--- config.mk ---
export PLATFORM = sky130hd
export DESIGN_NAME = flash_seq_top
export DESIGN_NICKNAME = d
export VERILOG_FILES = /design/src/rtl/flash_seq_pkg.sv /design/src/rtl/flash_seq_table.sv /design/src/rtl/flash_seq_decode.sv /design/src/rtl/flash_seq_engine.sv /design/src/rtl/flash_seq_top.sv
export SDC_FILE = /design/constraint.sdc
export NUM_CORES = 1
export LEC_CHECK = 0
export ABC_AREA = 1
export BUFFER_PORTS_ARGS = -buffer_cell sky130_fd_sc_hd__buf_2
export CELL_PAD_IN_SITES_DETAIL_PLACEMENT = 0
export CELL_PAD_IN_SITES_GLOBAL_PLACEMENT = 1
export CORE_MARGIN = 3
export CORE_UTILIZATION = 30
export DETAILED_ROUTE_END_ITERATION = 10
export PLACE_DENSITY_LB_ADDON = 0.1
export SETUP_SLACK_MARGIN = 0.15
export SLEW_MARGIN = 25
export SYNTH_ARGS = -nofsm -noshare
export SYNTH_HDL_FRONTEND = slang
export SYNTH_SLANG_ARGS = --single-unit
--- constraint.sdc ---
create_clock -name clk -period 31.5 [get_ports clk]
set_input_delay 1.575 -clock clk [delete_from_list [all_inputs] [get_ports clk]]
set_output_delay 1.575 -clock clk [all_outputs]
set_load 0.02 [all_outputs]
--- src/rtl/flash_seq_pkg.sv ---
package flash_seq_pkg;

  localparam logic [5:0] OPC_END   = 6'd0;
  localparam logic [5:0] OPC_CMD   = 6'd1;
  localparam logic [5:0] OPC_ADDR  = 6'd2;
  localparam logic [5:0] OPC_MODE2 = 6'd3;
  localparam logic [5:0] OPC_MODE4 = 6'd4;
  localparam logic [5:0] OPC_MODE8 = 6'd5;
  localparam logic [5:0] OPC_DUMMY = 6'd6;
  localparam logic [5:0] OPC_RDAT  = 6'd7;
  localparam logic [5:0] OPC_WDAT  = 6'd8;

  typedef enum logic [1:0] {
    PK_OUT  = 2'd0,
    PK_IDLE = 2'd1,
    PK_IN   = 2'd2
  } phase_kind_e;

  typedef struct packed {
    phase_kind_e kind;
    logic [2:0]  lanes;   // 1, 2 or 4
    logic [7:0]  clocks;  // serial clocks in this phase
    logic [31:0] load;    // left-aligned shifter image
    logic        last;    // slot terminates the sequence
  } phase_t;

endpackage

--- src/rtl/flash_seq_table.sv ---
module flash_seq_table #(
  parameter int DEPTH = 16,
  parameter int AW    = $clog2(DEPTH)
) (
  input  logic          clk,
  input  logic          rst_n,
  input  logic          we,
  input  logic [AW-1:0] waddr,
  input  logic [31:0]   wdata,
  input  logic [AW-1:0] raddr,
  output logic [31:0]   rdata
);

  logic [31:0] mem_q [DEPTH];

  for (genvar g = 0; g < DEPTH; g++) begin : g_word
    logic hit;
    assign hit = we && (waddr == AW'(g));
    always_ff @(posedge clk or negedge rst_n) begin
      if (!rst_n)   mem_q[g] <= '0;
      else if (hit) mem_q[g] <= wdata;
    end
  end

  assign rdata = mem_q[raddr];

endmodule

--- src/rtl/flash_seq_decode.sv ---
module flash_seq_decode
  import flash_seq_pkg::*;
#(
  parameter int BC_W = 3
) (
  input  logic [15:0]     slot,
  input  logic [31:0]     dev_addr,
  input  logic [31:0]     wr_data,
  input  logic [BC_W-1:0] byte_cnt,
  output phase_t          ph
);

  logic [5:0] opc;
  logic [1:0] lcode;
  logic [7:0] opr;
  logic [7:0] bits;
  logic [7:0] nbytes;
  logic [2:0] ln;

  assign opc   = slot[15:10];
  assign lcode = slot[9:8];
  assign opr   = slot[7:0];

  always_comb begin
    ln = (lcode == 2'd0) ? 3'd1 : (lcode == 2'd1) ? 3'd2 : 3'd4;
    nbytes = (8'(byte_cnt) > 8'd4) ? 8'd4 : 8'(byte_cnt);
  end

  always_comb begin
    ph.kind   = PK_OUT;
    ph.lanes  = ln;
    ph.load   = '0;
    ph.last   = 1'b0;
    bits      = '0;
    unique case (opc)
      OPC_CMD: begin
        bits    = 8'd8;
        ph.load = {opr, 24'h0};
      end
      OPC_ADDR: begin
        bits    = (opr > 8'd32) ? 8'd32 : opr;
        ph.load = dev_addr << (8'd32 - bits);
      end
      OPC_MODE2: bits = 8'd2;
      OPC_MODE4: bits = 8'd4;
      OPC_MODE8: bits = 8'd8;
      OPC_DUMMY: ph.kind = PK_IDLE;
      OPC_RDAT: begin
        ph.kind = PK_IN;
        bits    = {nbytes[4:0], 3'b000};
      end
      OPC_WDAT: begin
        bits    = {nbytes[4:0], 3'b000};
        ph.load = wr_data << (8'd32 - bits);
      end
      default: ph.last = 1'b1;
    endcase
  end

  always_comb begin
    if (ph.kind == PK_IDLE)  ph.clocks = opr;
    else if (ln == 3'd1)     ph.clocks = bits;
    else if (ln == 3'd2)     ph.clocks = (bits + 8'd1) >> 1;
    else                     ph.clocks = (bits + 8'd3) >> 2;
  end

endmodule

--- src/rtl/flash_seq_engine.sv ---
module flash_seq_engine
  import flash_seq_pkg::*;
#(
  parameter int SEQS     = 4,
  parameter int SLOTS    = 8,
  parameter int BC_W     = 3,
  parameter int GAP_CLKS = 2,
  localparam int WPS     = SLOTS / 2,
  localparam int DEPTH   = SEQS * WPS,
  localparam int TBL_AW  = $clog2(DEPTH),
  localparam int SEQ_W   = $clog2(SEQS),
  localparam int SLOT_AW = $clog2(SLOTS),
  localparam int GAP_W   = $clog2(GAP_CLKS + 1)
) (
  input  logic              clk,
  input  logic              rst_n,
  input  logic              start,
  input  logic [SEQ_W-1:0]  seq_in,
  input  logic [31:0]       addr_in,
  input  logic [BC_W-1:0]   cnt_in,
  input  logic [31:0]       wdata_in,
  output logic [TBL_AW-1:0] tbl_raddr,
  input  logic [31:0]       tbl_rdata,
  input  logic [3:0]        io_in,
  output logic              cs_n,
  output logic              sck,
  output logic [3:0]        io_out,
  output logic [3:0]        io_oe,
  output logic              busy,
  output logic [31:0]       rd_data
);

  typedef enum logic [1:0] {S_IDLE, S_LOAD, S_SHIFT, S_GAP} st_e;

  localparam logic [SLOT_AW-1:0] LAST_SLOT = SLOT_AW'(SLOTS - 1);

  st_e                st_q, st_d;
  logic [SEQ_W-1:0]   seq_q, seq_d;
  logic [31:0]        addr_q, addr_d;
  logic [BC_W-1:0]    cnt_q, cnt_d;
  logic [31:0]        wd_q, wd_d;
  logic [SLOT_AW-1:0] ptr_q, ptr_d;
  logic               half_q, half_d;
  logic [7:0]         left_q, left_d;
  logic [2:0]         lanes_q, lanes_d;
  phase_kind_e        kind_q, kind_d;
  logic [31:0]        sh_q, sh_d;
  logic [31:0]        rd_q, rd_d;
  logic               cs_n_q, cs_n_d;
  logic               sck_q, sck_d;
  logic [3:0]         oe_q, oe_d;
  logic [GAP_W-1:0]   gap_q, gap_d;
  logic               seq_done;
  logic [15:0]        cur_slot;
  phase_t             ph;

  // slot fetch: word index from sequence and pointer, half from pointer lsb
  assign tbl_raddr = TBL_AW'(seq_q) * TBL_AW'(WPS) + TBL_AW'(ptr_q >> 1);
  assign cur_slot  = ptr_q[0] ? tbl_rdata[31:16] : tbl_rdata[15:0];

  flash_seq_decode #(.BC_W(BC_W)) u_dec (
    .slot     (cur_slot),
    .dev_addr (addr_q),
    .wr_data  (wd_q),
    .byte_cnt (cnt_q),
    .ph       (ph)
  );

  function automatic logic [3:0] lane_mask(input logic [2:0] n);
    return (n == 3'd1) ? 4'b0001 : (n == 3'd2) ? 4'b0011 : 4'b1111;
  endfunction

  function automatic logic [31:0] capture(input logic [31:0] r, input logic [2:0] n,
                                          input logic [3:0] d);
    if (n == 3'd1)      return {r[30:0], d[1]};
    else if (n == 3'd2) return {r[29:0], d[1:0]};
    else                return {r[27:0], d};
  endfunction

  // next-state logic
  always_comb begin
    st_d    = st_q;    seq_d  = seq_q;  addr_d  = addr_q;  cnt_d  = cnt_q;
    wd_d    = wd_q;    ptr_d  = ptr_q;  half_d  = half_q;  left_d = left_q;
    lanes_d = lanes_q; kind_d = kind_q; sh_d    = sh_q;    rd_d   = rd_q;
    cs_n_d  = cs_n_q;  sck_d  = sck_q;  oe_d    = oe_q;    gap_d  = gap_q;
    seq_done = 1'b0;
    unique case (st_q)
      S_IDLE: begin
        if (start) begin
          seq_d  = seq_in;
          addr_d = addr_in;
          cnt_d  = cnt_in;
          wd_d   = wdata_in;
          ptr_d  = '0;
          rd_d   = '0;
          cs_n_d = 1'b0;
          st_d   = S_LOAD;
        end
      end
      S_LOAD: begin
        if (ph.last) begin
          seq_done = 1'b1;
        end else if (ph.clocks == 8'd0) begin
          if (ptr_q == LAST_SLOT) seq_done = 1'b1;
          else                    ptr_d = ptr_q + 1'b1;
        end else begin
          sh_d    = ph.load;
          left_d  = ph.clocks;
          lanes_d = ph.lanes;
          kind_d  = ph.kind;
          half_d  = 1'b0;
          oe_d    = (ph.kind == PK_OUT) ? lane_mask(ph.lanes) : 4'b0000;
          st_d    = S_SHIFT;
        end
      end
      S_SHIFT: begin
        if (!half_q) begin
          sck_d  = 1'b1;
          half_d = 1'b1;
          if (kind_q == PK_IN) rd_d = capture(rd_q, lanes_q, io_in);
        end else begin
          sck_d  = 1'b0;
          half_d = 1'b0;
          sh_d   = sh_q << lanes_q;
          left_d = left_q - 8'd1;
          if (left_q == 8'd1) begin
            oe_d = 4'b0000;
            if (ptr_q == LAST_SLOT) begin
              seq_done = 1'b1;
            end else begin
              ptr_d = ptr_q + 1'b1;
              st_d  = S_LOAD;
            end
          end
        end
      end
      S_GAP: begin
        if (gap_q == '0) st_d = S_IDLE;
        else             gap_d = gap_q - 1'b1;
      end
      default: st_d = S_IDLE;
    endcase
    if (seq_done) begin
      cs_n_d = 1'b1;
      oe_d   = 4'b0000;
      gap_d  = GAP_W'(GAP_CLKS - 1);
      st_d   = S_GAP;
    end
  end

  // registers
  always_ff @(posedge clk or negedge rst_n) begin
    if (!rst_n) begin
      st_q    <= S_IDLE;  seq_q  <= '0;     addr_q <= '0;  cnt_q  <= '0;
      wd_q    <= '0;      ptr_q  <= '0;     half_q <= 1'b0; left_q <= '0;
      lanes_q <= 3'd1;    kind_q <= PK_IDLE; sh_q  <= '0;  rd_q   <= '0;
      cs_n_q  <= 1'b1;    sck_q  <= 1'b0;   oe_q   <= '0;  gap_q  <= '0;
    end else begin
      st_q    <= st_d;    seq_q  <= seq_d;  addr_q <= addr_d; cnt_q  <= cnt_d;
      wd_q    <= wd_d;    ptr_q  <= ptr_d;  half_q <= half_d; left_q <= left_d;
      lanes_q <= lanes_d; kind_q <= kind_d; sh_q   <= sh_d;   rd_q   <= rd_d;
      cs_n_q  <= cs_n_d;  sck_q  <= sck_d;  oe_q   <= oe_d;   gap_q  <= gap_d;
    end
  end

  assign cs_n    = cs_n_q;
  assign sck     = sck_q;
  assign io_oe   = oe_q;
  assign busy    = (st_q != S_IDLE);
  assign rd_data = rd_q;
  assign io_out  = (lanes_q == 3'd1) ? {3'b000, sh_q[31]} :
                   (lanes_q == 3'd2) ? {2'b00, sh_q[31:30]} : sh_q[31:28];

  // clock idles low whenever the device is deselected
  a_r3_sck_low_deselected: assert property (@(posedge clk) disable iff (!rst_n)
    cs_n_q |-> !sck_q);
  // each high phase lasts exactly one system cycle
  a_r3_sck_high_one_cycle: assert property (@(posedge clk) disable iff (!rst_n)
    $rose(sck_q) |=> $fell(sck_q));
  // driven data holds while the clock is high
  a_r3_out_stable_high: assert property (@(posedge clk) disable iff (!rst_n)
    sck_q |-> $stable(io_out));
  // only the three legal enable shapes appear
  a_r4_oe_shape: assert property (@(posedge clk) disable iff (!rst_n)
    (io_oe == 4'b0000) || (io_oe == 4'b0001) || (io_oe == 4'b0011) || (io_oe == 4'b1111));
  // lines float while deselected
  a_r8_float_deselected: assert property (@(posedge clk) disable iff (!rst_n)
    cs_n_q |-> (io_oe == 4'b0000));
  // selection only inside a busy window
  a_r12_cs_within_busy: assert property (@(posedge clk) disable iff (!rst_n)
    !cs_n_q |-> busy);
  // release of chip select is held for the guard time
  a_r12_gap_held: assert property (@(posedge clk) disable iff (!rst_n)
    $rose(cs_n_q) |=> cs_n_q);
  // a start while busy does not change the running request
  a_r12_start_ignored: assert property (@(posedge clk) disable iff (!rst_n)
    (busy && start) |=> ($stable(seq_q) && $stable(addr_q)));

endmodule

--- src/rtl/flash_seq_top.sv ---
module flash_seq_top
  import flash_seq_pkg::*;
#(
  parameter int SEQS     = 4,
  parameter int SLOTS    = 8,
  parameter int BC_W     = 3,
  parameter int GAP_CLKS = 2,
  localparam int WPS     = SLOTS / 2,
  localparam int DEPTH   = SEQS * WPS,
  localparam int TBL_AW  = $clog2(DEPTH),
  localparam int SEQ_W   = $clog2(SEQS)
) (
  input  logic              clk,
  input  logic              rst_n,
  input  logic              tbl_we,
  input  logic [TBL_AW-1:0] tbl_addr,
  input  logic [31:0]       tbl_wdata,
  input  logic              start,
  input  logic [SEQ_W-1:0]  seq_sel,
  input  logic [31:0]       dev_addr,
  input  logic [BC_W-1:0]   byte_cnt,
  input  logic [31:0]       wr_data,
  output logic              busy,
  output logic [31:0]       rd_data,
  output logic              cs_n,
  output logic              sck,
  output logic [3:0]        io_out,
  output logic [3:0]        io_oe,
  input  logic [3:0]        io_in
);

  logic [1:0]        rst_sync_q;
  logic              rst_n_i;
  logic [TBL_AW-1:0] tbl_raddr;
  logic [31:0]       tbl_rdata;

  // reset asserts at once, releases on a clock edge
  always_ff @(posedge clk or negedge rst_n) begin
    if (!rst_n) rst_sync_q <= 2'b00;
    else        rst_sync_q <= {rst_sync_q[0], 1'b1};
  end
  assign rst_n_i = rst_sync_q[1];

  flash_seq_table #(.DEPTH(DEPTH), .AW(TBL_AW)) u_tbl (
    .clk   (clk),
    .rst_n (rst_n_i),
    .we    (tbl_we),
    .waddr (tbl_addr),
    .wdata (tbl_wdata),
    .raddr (tbl_raddr),
    .rdata (tbl_rdata)
  );

  flash_seq_engine #(
    .SEQS(SEQS), .SLOTS(SLOTS), .BC_W(BC_W), .GAP_CLKS(GAP_CLKS)
  ) u_eng (
    .clk       (clk),
    .rst_n     (rst_n_i),
    .start     (start),
    .seq_in    (seq_sel),
    .addr_in   (dev_addr),
    .cnt_in    (byte_cnt),
    .wdata_in  (wr_data),
    .tbl_raddr (tbl_raddr),
    .tbl_rdata (tbl_rdata),
    .io_in     (io_in),
    .cs_n      (cs_n),
    .sck       (sck),
    .io_out    (io_out),
    .io_oe     (io_oe),
    .busy      (busy),
    .rd_data   (rd_data)
  );

endmodule

Yosys cells after proc, flatten, opt, wreduce, memory -nomap -nowiden --
Index checks and enable logic that the tools add are counted. W data, S select, Z words.
Storage, ports and cells: bits in latches 0, memories kept 0, bits in read-only memories 0, bits in registers 674, bits of input ports 113, memory bits (writable) 0, output and inout bits 43
Cells by class: equality and inequality tests 51, muxes and demuxes 71, divide/modulo/power cells 0, shift operators 3, $add $sub $neg 8, $mul 0, magnitude comparators 3, reductions and logical operators 43, bitwise gates (word level) 2
Operators by type and width (count):
- $mux W32 | 10
- $bmux W32 S4 | 1
- $pmux W32 S2 | 2
- $pmux W32 S3 | 1
- $shl A32 B8 Y32 | 2
- $mux W8 | 6
- $mux W4 | 10
- $pmux W8 S5 | 1
- $eq A4 B4 Y1 const B | 8
- $shl A32 B3 Y32 | 1
- $mux W3 | 9
- $eq A6 B3 Y1 const B | 4
- $mux W2 | 11
- $eq A4 B3 Y1 const B | 4
- $logic_and A1 B1 Y1 | 16
- $mux W16 | 1
- $pmux W8 S2 | 1
- $eq A6 B2 Y1 const B | 2
- $ne A3 B2 Y1 const B | 4
- $reduce_bool A2 Y1 | 6
- $mux W1 | 11
- $ne A2 B1 Y1 const B | 5
- $ne A3 B1 Y1 const B | 3
- $pmux W3 S3 | 1
- other kinds (41) | 61

Depth between registers and ports, before layout --
word-level depth 19, depth in mapped cells 35

Modules after synthesis --
From an unflattened synthesis, not the netlist that was laid out.
Second synthesis, totals: cells, all modules 5183, area total of the unflattened synthesis 36642.6 sq um
By module, submodules not included:
- flash_seq_table | cells an instance 3246, area each 24596.1 sq um, times used 1
- flash_seq_engine | cells an instance 1228, area each 8723.4 sq um, times used 1
- flash_seq_decode | cells an instance 706, area each 3269.4 sq um, times used 1
- flash_seq_top | cells an instance 3, area each 53.8 sq um, times used 1

Worst setup path before layout --
Ideal clock, no wire load.
kind register to register, start reg u_eng.ptr_q[1], end reg u_eng.sh_q[31], clock period less this slack 3.764 ns, setup slack 27.736 ns, stages on the path, launching flop included 30, arrival 3.638 ns, required time 31.374 ns, cells stage by stage dfrtp_1 buf_4 buf_4 nand2_1 nand3_1 nand3_1 nand2_1 nand2_1 nand3_1 nand2_1 nand3_1 nor2_2 inv_2 buf_1 ha_1 inv_1 nand2_1 clkbuf_1 nand3_1 o21ai_0 nand2_1 o21ai_0 o21ai_0 nor2_1 a31oi_1 o21ai_0 o21ai_0 nand2_1 nand2_1 o21ai_0
Between the ends: word-level cells in the longest chain between the ends 16, elaborated cells between the ends (all ways) 43, those cells by class 4 x add/sub; 1 x order compare; 14 x eq/ne; 1 x shift; 16 x mux; 1 x bitwise; 6 x reduce/logical
Ends and longest elaborated chain:
- start, declared | line flash_seq_engine.sv:42 | logic [SLOT_AW-1:0] ptr_q, ptr_d;
- start signal, assigned | line flash_seq_engine.sv:160 | wd_q <= wd_d; ptr_q <= ptr_d; half_q <= half_d; left_q <= left_d;
- $add A4 B2 Y4 (*) | line flash_seq_engine.sv:58 | assign tbl_raddr = TBL_AW'(seq_q) * TBL_AW'(WPS) + TBL_AW'(ptr_q >> 1);
- $not A4 Y5 (not written as such) (*) | line flash_seq_table.sv:25 | assign rdata = mem_q[raddr];
- $bmux W32 S4 (*) | line flash_seq_table.sv:25
- $mux W32 (not written as such) (*) (2 in a row) | line flash_seq_table.sv:25
- $mux W16 (*) | line flash_seq_engine.sv:59 | assign cur_slot = ptr_q[0] ? tbl_rdata[31:16] : tbl_rdata[15:0];
- parallel branches: the longest is 10 deep, another holds $gt A8 B6 Y1
- end signal, assigned | line flash_seq_engine.sv:156 | lanes_q <= 3'd1; kind_q <= PK_IDLE; sh_q <= '0; rd_q <= '0;
- end signal, assigned | line flash_seq_engine.sv:161 | lanes_q <= lanes_d; kind_q <= kind_d; sh_q <= sh_d; rd_q <= rd_d;
- end, declared | line flash_seq_engine.sv:47 | logic [31:0] sh_q, sh_d;
Every way passes the cells marked *. The select of a mux whose other input is x is not followed. A chain may end at the register's enable or synchronous reset.

Worst setup path after layout --
Same ends and word-level chain as after synthesis.

==> impl_metrics.toml <==
[floorplanning]
die_area_sq_um = 119000
ioPinCount = 156
rows = 123
chipHeight_um = 345
chipWidth_um = 345
core_area_sq_um = 113000
initial_core_util_pct = 30.4

[sta]
tightestPinTransition_ns = 1.04
timing_hold_violations_final = 0
relSlewSlack_pct = 30.7
slew_violations = 0
max_freq_ghz = 0.129
setup_viol = 0
clock_skew_ns = 0.0375
fin_crit_sh_pct = 24.7
layout_min_cycle_time_ns = 7.78
setup_tns_ns = 0
layout_setup_ws_ns = 23.72
rsz0062_at_grt = "no"

[cells_and_area]
area_growth_pct = 12.5
fillCellCount = 12200
fin_nets = 4700
final_cell_area_sq_um = 38700
drive_above_1_share_pct = 8.16

[synthesis]
synth_commonest_cells = "1,521 x nand2_1, 703 x o21ai_0, 670 x dfrtp_1"
yosysTopAreaCell = "dfrtp_1"
synth.area.top_cells = "dfrtp_1 49%, nand2_1 17%, o21ai_0 10%, nand3_1 6.4%, a21oi_1 2.9%"
synth_seq_cells = 673
syn-cell-area_sq_um = 34400
syn_inst = 4618
synth_edf_count = 0
ys_warn_count = 0
yosysUniqueCellTypes = 52
syn_area_per_cell_sq_um = 7.45
yosys.area.top_type_share_pct = 48.7
synth-async-reset-ratio_pct = 100
ys.flop_type = "dfrtp_1"
syn_nets = 4744
synthMostInstantiatedCell = "nand2_1"
ys_seq_area_share_pct = 49.0

[setup_path]
critical_path.max_fanout = 70
crit_top_cell = "nand2_1"
cp_slowest_cell = "dfrtp_4"
crit_arrival_ns = 8.28
r2r_cells = 23
crit_type = "flop to flop"
cp_cell_sequence = "inv_8 -> buf_4 -> buf_4 -> nand2_1 -> nand3_1 -> nand3_1 -> nand2_1 -> nand2_1 -> nand3_1 -> nand2_1 -> nand3_1 -> nor2_4 -> inv_2 -> ha_1 -> inv_1 -> o21ai_0 -> nand2_1 -> a31oi_1 -> o21ai_0 -> o21ai_0 -> nand2_1 -> nand2_1 -> o21ai_0"
crit_required_ns = 32.01
cp-end-kind = "flop"
cp_slowest_stage_delay_ns = 1.01
cp-start-kind = "flop"

[power]
power_frac_comb_pct = 51.6
p_int_uw = 2260
p_switching_uw = 2220
p_clk_share_pct = 20.4
seqPwrFrac_pct = 28.0
power_density_nw_per_um2 = 116
p_leak_uw = 0.0180
p_sw_share_pct = 49.6
fin_total_pwr_uw = 4480
peakVddDrop_uv = 84.2

[clock_network]
clkTransAtPathRegs_ns = 0.06
cts_root_buffer = "clkbuf_16"
cts_resized = 0
holdBufCountCts = 0
ctsHtreeMaxLevel = 3
clock_path_buffers = 3
cts_setup_buffers = 0
numCtsBuffers = 82
cts_sinks = 673
clk_latency_ns = 0.66
cts_tree = "yes"

[placed_design]
dpl_cell_area_sq_um = 36200
dpl.hpwl_um = 74400
pre_cts_ws_ns = 23.72
gp_congestion = 0.827
io_buffers = 155

[global_routing]
grt_first_pass_wirelength_um = 191000
grt_start_max_net_pins = 161
grt_pass1_vias = 29200
gr-total-overflow = 0
grt_use_total_pct = 20.9
antenna_found_initial = 1

[min_path]
hold_class = "flop to async pin"

[detailed_routing]
antenna_left = 0
wl_um = 125000
viasPerCell = 4.98
routedWlPerCell_um = 20.4
first_iter_violations = 2487
first_pass_iters = 5
via_count = 30500
drc = 0

[run]
maxCapViolCount = 0

[status]
outcome = "finished, final reports clean"
[power by group through the flow]
stage / Combinational [uW] / Clock (uW) / Sequential, uW
after floorplan: 1620 / 0 / 1230
after global placement: 2310 / 0 / 1270
after detailed placement: 2300 / 0 / 1270
after CTS: 2310 / 943 / 1250
after global routing: 2590 / 978 / 1280
final: 2310 / 912 / 1250
[path summary, 6_finish.rpt]
check	start	to	slack, ns
max	u_eng.ptr_q[1]$_DFFE_PN0P_	u_eng.sh_q[31]$_DFFE_PN0P_	23.72
min in group clk	rst_sync_q[0]$_DFF_PN0_	rst_sync_q[1]$_DFF_PN0_	0.35
min	rst_sync_q[1]$_DFF_PN0_	u_tbl.mem_q[217]$_DFFE_PN0P_	0.27
max in group asynchronous	rst_sync_q[1]$_DFF_PN0_	u_tbl.mem_q[228]$_DFFE_PN0P_	28.31
min reg2reg	rst_sync_q[1]$_DFF_PN0_	u_tbl.mem_q[217]$_DFFE_PN0P_	0.27
max reg2reg	u_eng.ptr_q[1]$_DFFE_PN0P_	u_eng.sh_q[31]$_DFFE_PN0P_	23.72
[worst max-delay path: cells and delay by family, from the launching register on]
| family | cells | cell delay, ns |
|---|---|---|
| simple gates | 12 | 2.06 |
| fa+ha+maj | 1 | 0.91 |
| compound gates | 5 | 1.34 |
| buf+inv | 5 | 2.22 |
| flops | 1 | 1.01 |
[layout by cell type, fill, tap and decap left out, types with 5 or more instances in the layout]
cell type  netlist  routed
buf_12           0       5
dfrtp_1        670     665
a22oi_1          6       6
nand3_1        438     432
o21ai_0        703     703
o221ai_1         9       9
buf_4           20      39
clkbuf_8         0       8
o22ai_1         42      42
clkbuf_1       218      26
a21oi_1        199     199
nor2_4           2       7
nand2_2          6       9
nor2_2           6       6
clkbuf_16        0      83
inv_2           14      11
a31oi_1          7       6
o2111ai_1        5       5
clkinv_2         0       8
nand4_1         17      17
inv_1          228     227
buf_2           67     155
o211ai_1        16      16
a22o_1           5       5
nand3_4          1       7
nand2_1       1521    1514
nor3_1          17      16
a211oi_1         5       5
o21ai_1         51      51
nor2_1         261     256
ha_1            13      13
[area by class of cell]
class	instances	area, sq um	area share (%)
Sequential cell	673	16900	43.6
Multi-Input combinational cell	3372	15300	39.6
Clock buffer	117	2280	5.90
Tap cell	1500	1880	4.85
Timing Repair Buffer	201	1190	3.08
Inverter	244	930	2.40
Clock inverter	15	209	0.540
Antenna cell	1	2.50	0.00647
[per-layer routing]
layer	vias up	global-route usage (%)	part of all wire (%)	wire [um]
li1	15100	-	-	-
met1	14800	31.5	50	62900
met2	558	32.5	45	55700
met3	115	2.07	3.5	4400
met4	0	3.95	1.3	1670
met5	-	0	0	0
[sequential cells by signal, summed over array words and instances, names as in the netlist]
register and count:
u_eng.sck 1, u_eng.left_q 8, u_eng.ptr_q 3, u_eng.rd_data 32
u_eng.lanes_q 3, u_eng.io_oe 3, u_eng.wd_q 32, u_eng.st_q 2
u_eng.cnt_q 3, u_eng.gap_q 2, u_eng.half_q 1, u_eng.sh_q 32
u_eng.seq_q 2, u_eng.addr_q 32, rst_sync_q 2, u_eng.kind_q 2
u_eng.cs_n 1, u_tbl.mem_q 512
[cells by family (layout without fill, tap and decap cells)]
logic type,count (synthesis),after routing,share of synthesized area (%)
AO/OA/AOI/OAI,1066,1066,16.3
XOR/XNOR,7,7,0.222
adder cells (fa/ha/maj),13,13,0.473
buffers and inverters,573,577,6.91
flip-flops,673,673,49.0
multiplexers,4,4,0.116
other,1,2,0.0109
AND/OR/NAND/NOR,2281,2281,27.0
[stage by stage]
| step | std cells | hold slack, ns | util (%) |
|---|---|---|---|
| final | 6123 | 0.266 | 34.2 |
| after global routing | 6122 | 0.311 | 34.2 |
| after CTS | 6121 | 0.282 | 34.2 |
| after detailed placement | 5989 | 0.293 | 32.0 |
| after global placement | 5988 | 0.293 | 31.9 |
| after floorplan | 4618 | 0.331 | - |
Note: power is estimated with default switching activity, not from simulation.
